File: src/rtl/pmEvtPkg.sv
package pmEvtPkg;

  localparam int REG_W = 16;
  localparam int RD_W  = 32;
  localparam int OFF_W = 6;

  // event bit positions shared by status and enable registers
  localparam int BIT_TMR = 0;
  localparam int BIT_GBL = 5;
  localparam int BIT_PWR = 8;
  localparam int BIT_RTC = 10;
  localparam logic [REG_W-1:0] EVT_MASK =
    REG_W'((1 << BIT_TMR) | (1 << BIT_GBL) | (1 << BIT_PWR) | (1 << BIT_RTC));

  // control register fields
  localparam int CTL_SCI_BIT = 0;
  localparam int CTL_STB_BIT = 13;
  localparam int CTL_TYP_LO  = 10;

  // register window offsets
  localparam logic [OFF_W-1:0] OFF_STS = 6'h00;
  localparam logic [OFF_W-1:0] OFF_EN  = 6'h02;
  localparam logic [OFF_W-1:0] OFF_CTL = 6'h04;
  localparam logic [OFF_W-1:0] OFF_TMR = 6'h08;

  localparam logic [7:0] APM_ACPI_ON  = 8'hF1;
  localparam logic [7:0] APM_ACPI_OFF = 8'hF0;

  typedef enum logic [2:0] {
    RD_NONE, RD_STS, RD_EN, RD_CTL, RD_TMR, RD_APMC, RD_APMS
  } rdSel_e;

  typedef struct packed {
    logic   wrSts;
    logic   wrEn;
    logic   wrCtl;
    logic   wrApmCmd;
    logic   wrApmSts;
    logic   sciOn;
    logic   sciOff;
    rdSel_e rdSel;
  } pmStrobes_t;

endpackage

File: src/rtl/pmCtrl.sv
module pmCtrl
  import pmEvtPkg::*;
#(
  parameter int ADDR_W = 16,
  parameter logic [ADDR_W-1:0] APM_PORT = ADDR_W'(16'h00B2)
) (
  input  logic              clk,
  input  logic              rstN,
  input  logic [ADDR_W-1:0] ioBase,
  input  logic              decodeEn,
  input  logic [ADDR_W-1:0] ioAddr,
  input  logic              ioWr,
  input  logic [3:0]        susBits,   // {strobe, type[2:0]} of write data
  input  logic [7:0]        apmByte,
  input  logic              smiEnable,
  output pmStrobes_t        strb,
  output logic              shutdownReq,
  output logic              smiReq
);

  localparam logic [ADDR_W-1:0] WIN_MASK = ~ADDR_W'((1 << OFF_W) - 1);
  localparam logic [ADDR_W-1:0] APM_STS_PORT = APM_PORT + ADDR_W'(1);

  logic             winHit;
  logic             apmCmdHit;
  logic             apmStsHit;
  logic [OFF_W-1:0] offset;

  assign winHit    = decodeEn && (((ioAddr ^ ioBase) & WIN_MASK) == '0);
  assign apmCmdHit = (ioAddr == APM_PORT);
  assign apmStsHit = (ioAddr == APM_STS_PORT);
  assign offset    = ioAddr[OFF_W-1:0];

  always_comb begin
    strb = '0;
    strb.rdSel = RD_NONE;
    if (apmCmdHit) begin
      strb.rdSel    = RD_APMC;
      strb.wrApmCmd = ioWr;
      strb.sciOn    = ioWr && (apmByte == APM_ACPI_ON);
      strb.sciOff   = ioWr && (apmByte == APM_ACPI_OFF);
    end else if (apmStsHit) begin
      strb.rdSel    = RD_APMS;
      strb.wrApmSts = ioWr;
    end else if (winHit) begin
      unique case (offset)
        OFF_STS: begin strb.rdSel = RD_STS; strb.wrSts = ioWr; end
        OFF_EN:  begin strb.rdSel = RD_EN;  strb.wrEn  = ioWr; end
        OFF_CTL: begin strb.rdSel = RD_CTL; strb.wrCtl = ioWr; end
        OFF_TMR: strb.rdSel = RD_TMR;
        default: strb.rdSel = RD_NONE;
      endcase
    end
  end

  always_ff @(posedge clk or negedge rstN) begin
    if (!rstN) begin
      shutdownReq <= 1'b0;
      smiReq      <= 1'b0;
    end else begin
      shutdownReq <= strb.wrCtl && (susBits == 4'b1000);
      smiReq      <= strb.wrApmCmd && smiEnable;
    end
  end

  AST_OFF_CAUSE: assert property (@(posedge clk) disable iff (!rstN)
    shutdownReq |-> $past(strb.wrCtl) && ($past(susBits) == 4'b1000));
  AST_SMI_CAUSE: assert property (@(posedge clk) disable iff (!rstN)
    smiReq |-> $past(smiEnable) && $past(apmCmdHit) && $past(ioWr));
  AST_ONE_STROBE: assert property (@(posedge clk) disable iff (!rstN)
    $onehot0({strb.wrSts, strb.wrEn, strb.wrCtl, strb.wrApmCmd, strb.wrApmSts}));

endmodule

File: src/rtl/pmData.sv
module pmData
  import pmEvtPkg::*;
#(
  parameter int TMR_WIDTH = 24
) (
  input  logic             clk,
  input  logic             rstN,
  input  pmStrobes_t       strb,
  input  logic [REG_W-1:0] wdata,
  input  logic             tickEn,
  input  logic             evGlobal,
  input  logic             evPwrBtn,
  input  logic             evRtc,
  output logic [RD_W-1:0]  rdata,
  output logic             sci
);

  localparam int TOP = TMR_WIDTH - 1;
  localparam logic [REG_W-1:0] STB_CLR = ~REG_W'(1 << CTL_STB_BIT);

  logic [TMR_WIDTH-1:0] tmrCount;
  logic [TMR_WIDTH-1:0] tmrInc;
  logic                 ovfEdge;
  logic [REG_W-1:0]     stsReg, stsNext, evSet;
  logic [REG_W-1:0]     enReg;
  logic [REG_W-1:0]     ctlReg;
  logic [7:0]           apmCmd, apmSts;

  // free-running timer
  assign tmrInc  = tmrCount + TMR_WIDTH'(1);
  assign ovfEdge = tickEn && (tmrInc[TOP] != tmrCount[TOP]);

  always_ff @(posedge clk or negedge rstN) begin
    if (!rstN)       tmrCount <= '0;
    else if (tickEn) tmrCount <= tmrInc;
  end

  // event status: clear by write-one, then apply new events (set wins)
  always_comb begin
    evSet          = '0;
    evSet[BIT_TMR] = ovfEdge;
    evSet[BIT_GBL] = evGlobal;
    evSet[BIT_PWR] = evPwrBtn;
    evSet[BIT_RTC] = evRtc;
    stsNext = stsReg;
    if (strb.wrSts) stsNext = stsNext & ~(wdata & EVT_MASK);
    stsNext = stsNext | evSet;
  end

  always_ff @(posedge clk or negedge rstN) begin
    if (!rstN) stsReg <= '0;
    else       stsReg <= stsNext;
  end

  always_ff @(posedge clk or negedge rstN) begin
    if (!rstN)          enReg <= '0;
    else if (strb.wrEn) enReg <= wdata;
  end

  always_ff @(posedge clk or negedge rstN) begin
    if (!rstN)             ctlReg <= '0;
    else if (strb.wrCtl)   ctlReg <= wdata & STB_CLR;
    else if (strb.sciOn)   ctlReg[CTL_SCI_BIT] <= 1'b1;
    else if (strb.sciOff)  ctlReg[CTL_SCI_BIT] <= 1'b0;
  end

  always_ff @(posedge clk or negedge rstN) begin
    if (!rstN) begin
      apmCmd <= '0;
      apmSts <= '0;
    end else begin
      if (strb.wrApmCmd) apmCmd <= wdata[7:0];
      if (strb.wrApmSts) apmSts <= wdata[7:0];
    end
  end

  assign sci = |(stsReg & enReg & EVT_MASK);

  always_comb begin
    unique case (strb.rdSel)
      RD_STS:  rdata = RD_W'(stsReg);
      RD_EN:   rdata = RD_W'(enReg);
      RD_CTL:  rdata = RD_W'(ctlReg);
      RD_TMR:  rdata = RD_W'(tmrCount);
      RD_APMC: rdata = RD_W'(apmCmd);
      RD_APMS: rdata = RD_W'(apmSts);
      default: rdata = '0;
    endcase
  end

  AST_TMR_STEP: assert property (@(posedge clk) disable iff (!rstN)
    tickEn |=> tmrCount == $past(tmrCount) + TMR_WIDTH'(1));
  AST_TMR_HOLD: assert property (@(posedge clk) disable iff (!rstN)
    !tickEn |=> $stable(tmrCount));
  AST_OVF_SOURCE: assert property (@(posedge clk) disable iff (!rstN)
    $rose(stsReg[BIT_TMR]) |-> $past(tickEn)
      && (tmrCount[TOP] != $past(tmrCount[TOP])));
  AST_STS_UNUSED: assert property (@(posedge clk) disable iff (!rstN)
    (stsReg & ~EVT_MASK) == '0);
  AST_ACPI_ON: assert property (@(posedge clk) disable iff (!rstN)
    strb.sciOn |=> ctlReg[CTL_SCI_BIT]);
  AST_ACPI_OFF: assert property (@(posedge clk) disable iff (!rstN)
    strb.sciOff |=> !ctlReg[CTL_SCI_BIT]);
  AST_STB_NOT_KEPT: assert property (@(posedge clk) disable iff (!rstN)
    !ctlReg[CTL_STB_BIT]);

endmodule

File: src/rtl/pmEventBlock.sv
module pmEventBlock
  import pmEvtPkg::*;
#(
  parameter int ADDR_W    = 16,
  parameter int TMR_WIDTH = 24,
  parameter logic [ADDR_W-1:0] APM_PORT = ADDR_W'(16'h00B2)
) (
  input  logic              clk,
  input  logic              rstN,
  input  logic [ADDR_W-1:0] ioBase,
  input  logic              decodeEn,
  input  logic [ADDR_W-1:0] ioAddr,
  input  logic              ioWr,
  input  logic [REG_W-1:0]  ioWdata,
  output logic [RD_W-1:0]   ioRdata,
  input  logic              tickEn,
  input  logic              evGlobal,
  input  logic              evPwrBtn,
  input  logic              evRtc,
  input  logic              smiEnable,
  output logic              sci,
  output logic              shutdownReq,
  output logic              smiReq
);

  pmStrobes_t strb;

  pmCtrl #(.ADDR_W(ADDR_W), .APM_PORT(APM_PORT)) ctrl (
    .clk        (clk),
    .rstN       (rstN),
    .ioBase     (ioBase),
    .decodeEn   (decodeEn),
    .ioAddr     (ioAddr),
    .ioWr       (ioWr),
    .susBits    (ioWdata[CTL_STB_BIT:CTL_TYP_LO]),
    .apmByte    (ioWdata[7:0]),
    .smiEnable  (smiEnable),
    .strb       (strb),
    .shutdownReq(shutdownReq),
    .smiReq     (smiReq)
  );

  pmData #(.TMR_WIDTH(TMR_WIDTH)) data (
    .clk     (clk),
    .rstN    (rstN),
    .strb    (strb),
    .wdata   (ioWdata),
    .tickEn  (tickEn),
    .evGlobal(evGlobal),
    .evPwrBtn(evPwrBtn),
    .evRtc   (evRtc),
    .rdata   (ioRdata),
    .sci     (sci)
  );

endmodule

File: config.mk
export PLATFORM = sky130hd
export DESIGN_NAME = pmEventBlock
export DESIGN_NICKNAME = d
export VERILOG_FILES = /design/src/rtl/pmEvtPkg.sv /design/src/rtl/pmCtrl.sv /design/src/rtl/pmData.sv /design/src/rtl/pmEventBlock.sv
export SDC_FILE = /design/constraint.sdc
export NUM_CORES = 1
export LEC_CHECK = 0
export ABC_AREA = 1
export CAP_MARGIN = 5
export CORE_MARGIN = 2
export CORE_UTILIZATION = 51
export CTS_CLUSTER_SIZE = 14
export DETAILED_ROUTE_END_ITERATION = 6
export PLACE_DENSITY = 0.8
export SYNTH_ARGS = -nofsm -noshare
export SYNTH_HDL_FRONTEND = slang
export SYNTH_SLANG_ARGS = --single-unit
export TNS_END_PERCENT = 30
File: constraint.sdc
create_clock -name clk -period 2.53 [get_ports clk]
set_clock_uncertainty 0.1 [all_clocks]
set_input_delay 0.3795 -clock clk [delete_from_list [all_inputs] [get_ports clk]]
set_output_delay 0.3795 -clock clk [all_outputs]
set_load 0.02 [all_outputs]
==> impl_summary.txt <==
----------------------------------------------------
[STA]
  Tcrit/Tclk final ... 1.01
  Setup TNS Final ... -0.108 ns
  Final setup vio count ... 10
  Min Hold Slack ... 0.0743 ns
  Transition at the pin with the smallest max-transition slack ... 0.956 ns
  Final number of max-transition violations ... 0
  Final worst slack ... -0.0252 ns
  Top achievable clock speed ... 0.391 GHz
  Relative slew slack ... 0.363
  Final critical-path required period ... 2.56 ns
  Final Hold Viols ... 0

[Worst setup path]
  Worst R2R Setup Slack ... 0.42 ns
  Element type at the critical path start ... input pin
  Critical path origin ... ioAddr[1]
  R2R Path End ... data.tmrCount[18]$_DFFE_PN0P_
  Worst R2R Path Depth ... 11
  Data required time of the critical path ... 2.05 ns
  Critical path capture point type ... output pin
  Critical Path AT ... 2.08 ns
  Reg-to-reg startpoint ... data.tmrCount[1]$_DFFE_PN0P_
  Worst-path fanout max ... 8
  Classification of the worst setup path ... input pin to output pin

[Floorplan]
  Chip width ... 95.3 um
  Starting density of the core ... 0.523
  Total core area ... 8130 um2
  Die footprint ... 9090 um2
  Top-level port count ... 92
  Die extent in y ... 95.3 um
  Std cell rows ... 33

[Synthesis]
  Gate Count Post-Synth ... 555
  Average cell area after synthesis ... 7.67 um2
  Most used DFF post-synth ... dfrtp_1
  Cell Area, Synth ... 4250 um2
  Synthesis-stage register bit count ... 77
  Portion of synthesized cell area occupied by the leading cell type ... 0.453
  Unique masters post-synth ... 36
  Share of async-settable or async-resettable flops after synthesis ... 1.00
  Largest cells by area after synthesis ... dfrtp_1 45%, nand2_1 15%, inv_1 6.4%, o21ai_0 5.3%, xor2_1 4.3%
  Commonest cells post-synth ... 173 x nand2_1, 77 x dfrtp_1, 72 x inv_1
  Top cell type by total area after synthesis ... dfrtp_1
  Number of enable-type register cells in the synthesized netlist ... 0
  Yosys warnings ... 0
  Cell with the most instances after synthesis ... nand2_1
  Portion of the post-synthesis area used by sequential elements ... 0.453

[Flow run]
  Number of max-cap violations ... 0

[Placed design]
  Placement Setup Slack ... -0.694 ns
  Placed standard-cell area ... 5380 um2
  GPL Wtd Cong ... 0.904
  Quantity of I/O buffers inserted on ports ... 77
  Hpwl dp ... 8460 um

[Drt]
  Total DRC errors in the routed layout ... 0
  Detailed Route Iter0 Violations ... 294
  Post-detailed-route via-to-cell ratio ... 5.38
  Mean routed wirelength per cell ... 15.8 um
  Vias post-DR ... 4345
  Number of search-and-repair iterations in the first detailed-routing pass ... 5
  Wire length reported by the detailed router ... 12800 um
  Post-DRT Antenna Nets ... 0

[Hold path]
  Hold crit path type ... input pin to async pin

[GRT]
  Largest net degree at the start of global routing ... 78
  Via count of the first global-routing pass ... 4342
  All-Layer GR Usage ... 0.286
  Initial antenna violation count ... 0
  First-pass GRT wire length ... 20100 um
  Grt total ovfl ... 0

[Finish]
  Layout area overhead ... 36.1%
  Fraction of layout cells with a size suffix above 1 ... 0.265
  Ant. Diodes ... 0
  Post-route standard cell area excluding fillers ... 5790 um2
  Post-layout net count ... 755

[Clocking]
  Hold buffer count at cts ... 0
  Root Driver ... clkbuf_8
  Clock buffer count from CTS ... 9
  CTS Buffer Depth ... 2
  Clock tree from TritonCTS ... built
  Clock network latency to the later pin of the worst-skew pair ... 0.35 ns
  Clock Sinks ... 77
  CTS H-Tree Depth ... 3
  Clk pin slew, worst setup/hold paths ... 0.09 ns

[Power and ir drop]
  Worst ir drop on vdd ... 0.329 mV
  Leakage Power ... 0.00299 uW
  Ratio of total power to cell area ... 453 nW/um2

[Status]
  Outcome ... finished with violations
  Violated checks ... setup timing

----------------------------------------------------
[timing repair]
action / in CTS / in global routing
setup buffers: 16 / 9
pin swaps: 10 / 31
gates resized for setup: 135 / 88
endpoints found under the setup margin: 24 / 39
[critical path, stage by stage]
cell and delay (ns):
dlygate4sd2_1 0.26, inv_1 0.08, nand2_2 0.08, nor2_2 0.14
nand3_2 0.12, nand2_2 0.10, nand3_4 0.08, nand2_4 0.10
inv_4 0.05, nor3_4 0.21, buf_6 0.17, nand2_2 0.05
nand3b_1 0.11, buf_6 0.13
[worst max-delay path by stage]
stage	slack [ns]	to	cells past startpoint
floorplan	0.37	ioRdata[10]	9
global placement	-0.65	ioRdata[10]	11
detailed placement	-0.69	ioRdata[8]	15
CTS	0.01	ioRdata[4]	12
global route	-0.12	ioRdata[13]	14
finish	-0.03	ioRdata[10]	14
[stage by stage]
stage | total power, uW | instances | utilization
floorplan | 1540 | 562 | -
global placement | 1710 | 767 | 0.661
detailed placement | 1720 | 767 | 0.661
CTS | 2600 | 799 | 0.698
global route | 2730 | 807 | 0.712
finish | 2620 | 807 | 0.712
[report_power, final]
| group | internal [uW] | leakage [uW] | total [uW] | switching (uW) |
|---|---|---|---|---|
| combinational | 173 | 0.00187 | 377 | 204 |
| sequential | 1280 | 0.00102 | 1370 | 90.2 |
| clock | 390 | 0.0000970 | 872 | 482 |
[registers in the layout, summed over array words and instances, names as in the netlist]
register          cells
data.ctlReg          15
data.apmCmd           8
data.stsReg           4
ctrl.smiReq           1
data.tmrCount        24
ctrl.shutdownReq      1
data.enReg           16
data.apmSts           8
[kinds of logic after synthesis]
group	share of synthesized area
and+or+nand+nor	0.324
buffers and inverters	0.0985
DFF	0.453
AOI/OAI and AO/OA	0.0641
xor gates and xnor gates	0.0535
adders and majority gates	0.00294
other	0.000882
muxes	0.00265
[layout by cell type, fill, tap and decap left out, types with 21 or more instances in the layout]
cell,count
nand2_1,155
nand3_1,27
clkdlybuf4s50_1,25
dfrtp_1,77
nor2_1,25
buf_4,70
nand4_1,21
inv_1,65
o21ai_0,44
[area by class of cell]
type | instances | area, um2
clock buffers | 10 | 138
clock inverters | 6 | 45.0
fillers | 624 | 2340
inverters | 77 | 298
multi-input cells | 389 | 2080
flip-flops and latches | 77 | 1930
well taps | 105 | 131
repair buffers | 143 | 1170
[per-layer routing]
metal,track usage,share of wire,up-vias
li1,-,-,2022
met1,0.388,0.41,2061
met2,0.464,0.49,219
met3,0.0324,0.063,43
met4,0.128,0.036,0
met5,0,0,-
Note: power is estimated with default switching activity, not from simulation.
